$ cat config.mk
export PLATFORM = sky130hd
export DESIGN_NAME = dclk_power_ctrl
export DESIGN_NICKNAME = d
export VERILOG_FILES = /design/src/rtl/dclk_pwr_pkg.sv /design/src/rtl/dclk_wait_timer.sv /design/src/rtl/dclk_seq_fsm.sv /design/src/rtl/dclk_power_ctrl.sv
export SDC_FILE = /design/constraint.sdc
export NUM_CORES = 1
export LEC_CHECK = 0
export ABC_AREA = 1
export BUFFER_PORTS_ARGS = -buffer_cell sky130_fd_sc_hd__clkbuf_2
export CAP_MARGIN = 15
export CORE_MARGIN = 10
export CORE_UTILIZATION = 35
export CTS_CLUSTER_DIAMETER = 30
export DETAILED_ROUTE_END_ITERATION = 16
export HOLD_SLACK_MARGIN = 0.03
export PLACE_DENSITY_LB_ADDON = 0.05
export SLEW_MARGIN = 15
export SYNTH_ARGS = -nofsm -noshare
export SYNTH_HDL_FRONTEND = slang
export SYNTH_SLANG_ARGS = --single-unit
$ cat constraint.sdc
create_clock -name clk -period 2.4 [get_ports clk]
set_input_delay 0.36 -clock clk [delete_from_list [all_inputs] [get_ports clk]]
set_output_delay 0.36 -clock clk [all_outputs]
set_load 0.02 [all_outputs]
$ cat src/rtl/dclk_pwr_pkg.sv
package dclk_pwr_pkg;

    typedef enum logic [2:0] {
        ST_IDLE,
        ST_PLL_CHK,
        ST_FREQ_REQ,
        ST_BUF_WAIT,
        ST_BUF_CHK,
        ST_FINISH
    } seq_state_e;

    typedef enum logic {
        DIR_UP,
        DIR_DOWN
    } seq_dir_e;

    typedef struct packed {
        logic hs_en;
        logic buf_req;
        logic freq_valid;
        logic sel_max;
        logic done;
        logic err;
        logic sticky;
    } seq_out_t;

    function automatic int unsigned wait_cycles(input int unsigned cyc_per_us,
                                                input int unsigned wait_us);
        int unsigned n;
        n = cyc_per_us * wait_us;
        return (n == 0) ? 1 : n;
    endfunction

endpackage

$ cat src/rtl/dclk_wait_timer.sv
module dclk_wait_timer #(
    parameter int unsigned CYCLES = 2000
) (
    input  logic clk,
    input  logic rst,
    input  logic start,
    output logic expired
);
    localparam int unsigned CW = $clog2(CYCLES + 1);

    logic [CW-1:0] cnt;
    logic          active;

    always_ff @(posedge clk) begin
        if (rst) begin
            cnt    <= '0;
            active <= 1'b0;
        end else if (start) begin
            cnt    <= CW'(CYCLES - 1);
            active <= 1'b1;
        end else if (active) begin
            if (cnt == '0) begin
                active <= 1'b0;
            end else begin
                cnt <= cnt - 1'b1;
            end
        end
    end

    assign expired = active && (cnt == '0);

endmodule

$ cat src/rtl/dclk_seq_fsm.sv
module dclk_seq_fsm
    import dclk_pwr_pkg::*;
(
    input  logic     clk,
    input  logic     rst,
    input  logic     up_req,
    input  logic     down_req,
    input  logic     pll_on,
    input  logic     freq_done,
    input  logic     buf_state,
    input  logic     tmr_expired,
    output logic     tmr_start,
    output seq_out_t ctl
);
    seq_state_e state;
    seq_dir_e   dir;
    logic       hs_en;
    logic       buf_req;
    logic       sel_max;
    logic       err_pend;
    logic       sticky;

    always_ff @(posedge clk) begin
        if (rst) begin
            state    <= ST_IDLE;
            dir      <= DIR_UP;
            hs_en    <= 1'b1;
            buf_req  <= 1'b0;
            sel_max  <= 1'b0;
            err_pend <= 1'b0;
            sticky   <= 1'b0;
        end else begin
            case (state)
                ST_IDLE: begin
                    if (up_req) begin
                        dir      <= DIR_UP;
                        hs_en    <= 1'b0;
                        err_pend <= 1'b0;
                        state    <= ST_PLL_CHK;
                    end else if (down_req) begin
                        dir      <= DIR_DOWN;
                        buf_req  <= 1'b0;
                        err_pend <= 1'b0;
                        state    <= ST_BUF_WAIT;
                    end
                end
                ST_PLL_CHK: begin
                    if (pll_on) begin
                        state <= ST_FINISH;
                    end else begin
                        sel_max <= 1'b1;
                        state   <= ST_FREQ_REQ;
                    end
                end
                ST_FREQ_REQ: begin
                    if (freq_done) begin
                        if (dir == DIR_UP) begin
                            buf_req <= 1'b1;
                            state   <= ST_BUF_WAIT;
                        end else begin
                            state <= ST_FINISH;
                        end
                    end
                end
                ST_BUF_WAIT: begin
                    if (tmr_expired) begin
                        state <= ST_BUF_CHK;
                    end
                end
                ST_BUF_CHK: begin
                    if (dir == DIR_UP) begin
                        if (!buf_state) err_pend <= 1'b1;
                        state <= ST_FINISH;
                    end else begin
                        if (buf_state) err_pend <= 1'b1;
                        sel_max <= 1'b0;
                        state   <= ST_FREQ_REQ;
                    end
                end
                ST_FINISH: begin
                    if (err_pend) sticky <= 1'b1;
                    state <= ST_IDLE;
                end
                default: state <= ST_IDLE;
            endcase
        end
    end

    always_comb begin
        tmr_start = ((state == ST_IDLE) && !up_req && down_req) ||
                    ((state == ST_FREQ_REQ) && freq_done && (dir == DIR_UP));
    end

    always_comb begin
        ctl.hs_en      = hs_en;
        ctl.buf_req    = buf_req;
        ctl.freq_valid = (state == ST_FREQ_REQ);
        ctl.sel_max    = sel_max;
        ctl.done       = (state == ST_FINISH);
        ctl.err        = (state == ST_FINISH) && err_pend;
        ctl.sticky     = sticky;
    end

endmodule

$ cat src/rtl/dclk_power_ctrl.sv
module dclk_power_ctrl
    import dclk_pwr_pkg::*;
#(
    parameter int unsigned CYC_PER_US = 200,
    parameter int unsigned WAIT_US    = 10,
    parameter int unsigned FREQ_W     = 20,
    parameter int unsigned MAX_KHZ    = 624000,
    parameter int unsigned BYPASS_KHZ = 19200
) (
    input  logic              clk,
    input  logic              rst,
    input  logic              bringup_req,
    input  logic              teardown_req,
    input  logic              pll_enabled,
    input  logic              freq_done,
    input  logic              buf_pwr_state,
    output logic              partner_hs_en,
    output logic              freq_req_valid,
    output logic [FREQ_W-1:0] freq_khz,
    output logic              buf_pwr_req,
    output logic              op_done,
    output logic              op_err,
    output logic              err_sticky
);
    localparam int unsigned WAIT_CYC = wait_cycles(CYC_PER_US, WAIT_US);

    seq_out_t ctl;
    logic     tmr_start;
    logic     tmr_expired;

    dclk_wait_timer #(.CYCLES(WAIT_CYC)) u_timer (
        .clk     (clk),
        .rst     (rst),
        .start   (tmr_start),
        .expired (tmr_expired)
    );

    dclk_seq_fsm u_fsm (
        .clk         (clk),
        .rst         (rst),
        .up_req      (bringup_req),
        .down_req    (teardown_req),
        .pll_on      (pll_enabled),
        .freq_done   (freq_done),
        .buf_state   (buf_pwr_state),
        .tmr_expired (tmr_expired),
        .tmr_start   (tmr_start),
        .ctl         (ctl)
    );

    assign partner_hs_en  = ctl.hs_en;
    assign freq_req_valid = ctl.freq_valid;
    assign freq_khz       = ctl.sel_max ? FREQ_W'(MAX_KHZ) : FREQ_W'(BYPASS_KHZ);
    assign buf_pwr_req    = ctl.buf_req;
    assign op_done        = ctl.done;
    assign op_err         = ctl.err;
    assign err_sticky     = ctl.sticky;

endmodule

==> results_dict.tcl <==
set metrics [dict create \
    fmax_mhz 548.9 \
    largest-register "u_timer.cnt" \
    drtIter0Drc 64 \
    num_vias 1297 \
    grt_setup_unrepaired "no" \
    dpl_cell_area_sq_mm 0.001468 \
    gp_congestion 0.8195 \
    core_area_sq_mm 0.003971 \
    crit_arrival_ns 1.46 \
    grt_max_degree 15 \
    cts_root_buffer "clkbuf_8" \
    final_area_sq_mm 0.001514 \
    antenna_found_initial 0 \
    crit_fanout 7 \
    num_rows 23 \
    wl_met1_microns 1699 \
    comb_power_share_pct 59.7 \
    max_stage_delay_ns 0.56 \
    synth_cell_types 28 \
    cts_buffers 3 \
    path_class "flip-flop to primary output" \
    dr_wl_met2_microns 1358 \
    grt_pass1_wl_microns 5796 \
    pwr-share-clk_pct 11.4 \
    grt.overflow.total 0 \
    hpwl_microns 2667 \
    p_seq_share_pct 28.9 \
    top_regs "u_timer.cnt: 11 flops, u_fsm.state: 3 flops" \
    pre_cts_ws_ns 0.7016 \
    p_leak_nw 0.8308 \
    path_buf_inv 3 \
    viasPerCell 4.567 \
    topRoutingLayerUsed "met4" \
    crit_path_top_delay_cell "dfxtp_1" \
    hold_viol 0 \
    place_inst 280 \
    maxCapViolCount 0 \
    worst_slack_ns 0.5782 \
    first_global_vias 1223 \
    cts_resized 0 \
    drt_wl_total_microns 3384 \
    route.met3.wl_microns 287 \
    grt_use_total_pct 9.744 \
    synth_seq_cells 21 \
    cts_hold_buf 0 \
    clk_pin_slew_ns 0.08 \
    hold_slack_ns 0.3576 \
    portBuffers 20 \
    area_growth_pct 6.796 \
    cts_tree "yes" \
    initial_core_util_pct 35.70 \
    drt-pass1-iter-count 4 \
    fp.dieH_microns 83.64 \
    power_mw 2.157 \
    intPower_mw 1.029 \
    remaining_drc_errors 0 \
    largest_reg_flops 11 \
    die_area_sq_mm 0.006996 \
    crit_path_end_kind "primary output" \
    syn_inst 220 \
    clock_path_buffers 2 \
    min_period_over_period_pct 75.91 \
    timing.final.crit_period_ns 1.822 \
    path_cells "inv_2 > nor3_1 > nand2_1 > inv_1 > clkbuf_2" \
    boundaryPins 33 \
    fin_skew_ns 0.005304 \
    cts_sinks 21 \
    power_density_mw_per_mm2 1425 \
    final_cells 284 \
    post_route_cells_drive_above_1_share_pct 17.09 \
    cp.depth 5 \
    cts_setup_buffers 0 \
    n_antenna_cell 0 \
    status "complete, no violations" \
    setup_viol 0 \
    cp_top_family "flip-flops" \
    required_ns 2.04 \
    ys_warn_count 0 \
    ys_seq_area_share_pct 29.66 \
    hold_class "input port to flip-flop" \
    avgSynthCellArea_sq_um 6.444 \
    maxSlewViolCount 0 \
    mappedNetlistArea_sq_mm 0.001418 \
    power.switching_mw 1.127 \
    synth_edf_count 0 \
    holdPathStages 3 \
    async_flop_share_pct 0 \
    swShare_pct 52.27 \
    wl_per_cell_microns 11.92 \
    clk_latency_ns 0.27 \
    reg2regPathDepth 12 \
    synth-main-ff-cell "dfxtp_1" \
    htreeDepth 1 \
    peakVddDrop_v 0.0005427 \
    utilization_pct 38.12 \
    fp.dieW_microns 83.64 \
    cp-start-kind "flip-flop" \
    fin_setup_tns_ns 0 \
    drtAntennaViolNets 0 \
    fin_nets 244 \
]
-- area by class of cell --
| class | instances | area, sq um |
|---|---|---|
| multi-input combinational | 152 | 743.2 |
| tap | 50 | 62.56 |
| inverter | 37 | 141.4 |
| sequential | 21 | 420.4 |
| timing repair buffer | 20 | 100.1 |
| clock buffer | 3 | 41.29 |
| clock inverter | 1 | 5.005 |
| fill | 446 | 2457 |
-- worst register-to-register path: stages (launching register included) --
cell and delay, ns:
dfxtp_1 0.37, inv_1 0.11, ha_1 0.23, inv_1 0.07, nor2_1 0.05, nand3_2 0.07
nor2_1 0.05, nor2_2 0.33, nor2_4 0.10, nand2_1 0.08, nand3_1 0.06, nand2_1 0.06
inv_1 0.04
-- power by group through the flow --
stage                     logic, mW  registers [mW]  clock network (mW)
final                          1.29           0.622               0.246
after global routing           1.49           0.646               0.278
after CTS                      1.29           0.622               0.258
after detailed placement       1.29           0.631                   0
after global placement         1.32           0.634                   0
after floorplan                1.06           0.612                   0
-- cell usage in the layout (no fill, tap or decap), types with 2 or more instances in the layout --
master,synthesis,routed
nand2_1,54,54
inv_1,34,34
nor2_1,26,26
dfxtp_1,21,21
clkbuf_2,0,20
nand3_1,13,13
conb_1,2,12
a21oi_1,9,9
nand4_1,6,6
nor3_1,5,5
nand3_2,3,3
nor2_2,3,3
o21ai_0,3,3
clkbuf_8,0,3
inv_2,2,2
nand2_2,2,2
nor2_4,2,2
o21ai_1,2,2
xor2_1,2,2
ha_1,2,2
-- cell usage after synthesis (2+ instances only) --
| cell type | instances | area (sq um) |
|---|---|---|
| o21ai_1 | 2 | 10.01 |
| nor2_1 | 26 | 97.59 |
| nor2_4 | 2 | 22.52 |
| nand2_2 | 2 | 12.51 |
| xor2_1 | 2 | 17.52 |
| ha_1 | 2 | 25.02 |
| conb_1 | 2 | 7.510 |
| nand2_1 | 54 | 202.7 |
| dfxtp_1 | 21 | 420.4 |
| a21oi_1 | 9 | 45.04 |
| inv_2 | 2 | 7.510 |
| nand3_2 | 3 | 30.03 |
| nor2_2 | 3 | 18.77 |
| nor3_1 | 5 | 25.02 |
| o21ai_0 | 3 | 15.01 |
| buf_4 | 20 | 150.1 |
| nand3_1 | 13 | 65.06 |
| inv_1 | 34 | 127.6 |
| nand4_1 | 6 | 37.54 |
-- metal layers --
layer | vias up | global-route usage (%)
met5 | - | 0
met4 | 0 | 3.196
met3 | 4 | 4.102
met2 | 36 | 14.36
met1 | 572 | 12.40
li1 | 685 | -
-- path summary, 6_finish.rpt --
kind,from,to,slack [ns]
worst max-delay path,u_fsm.state[2],op_err,0.58
worst min-delay path,teardown_req,u_fsm.dir,0.36
worst max register to register,u_timer.cnt[0],u_timer.cnt[8],0.70
worst min register to register,u_fsm.hs_en,u_fsm.hs_en,0.45
-- cells by family (layout without fill, tap and decap cells) --
family	count (synthesis)	in the layout	share of synthesized area (%)
flops	21	21	29.66
xor+xnor	2	2	1.236
fa+ha+maj	2	2	1.765
simple gates	118	118	38.92
other cells	2	12	0.5298
compound gates	18	18	7.326
buf+inv	57	61	20.56
No activity file was read; power rests on OpenSTA's default activity.
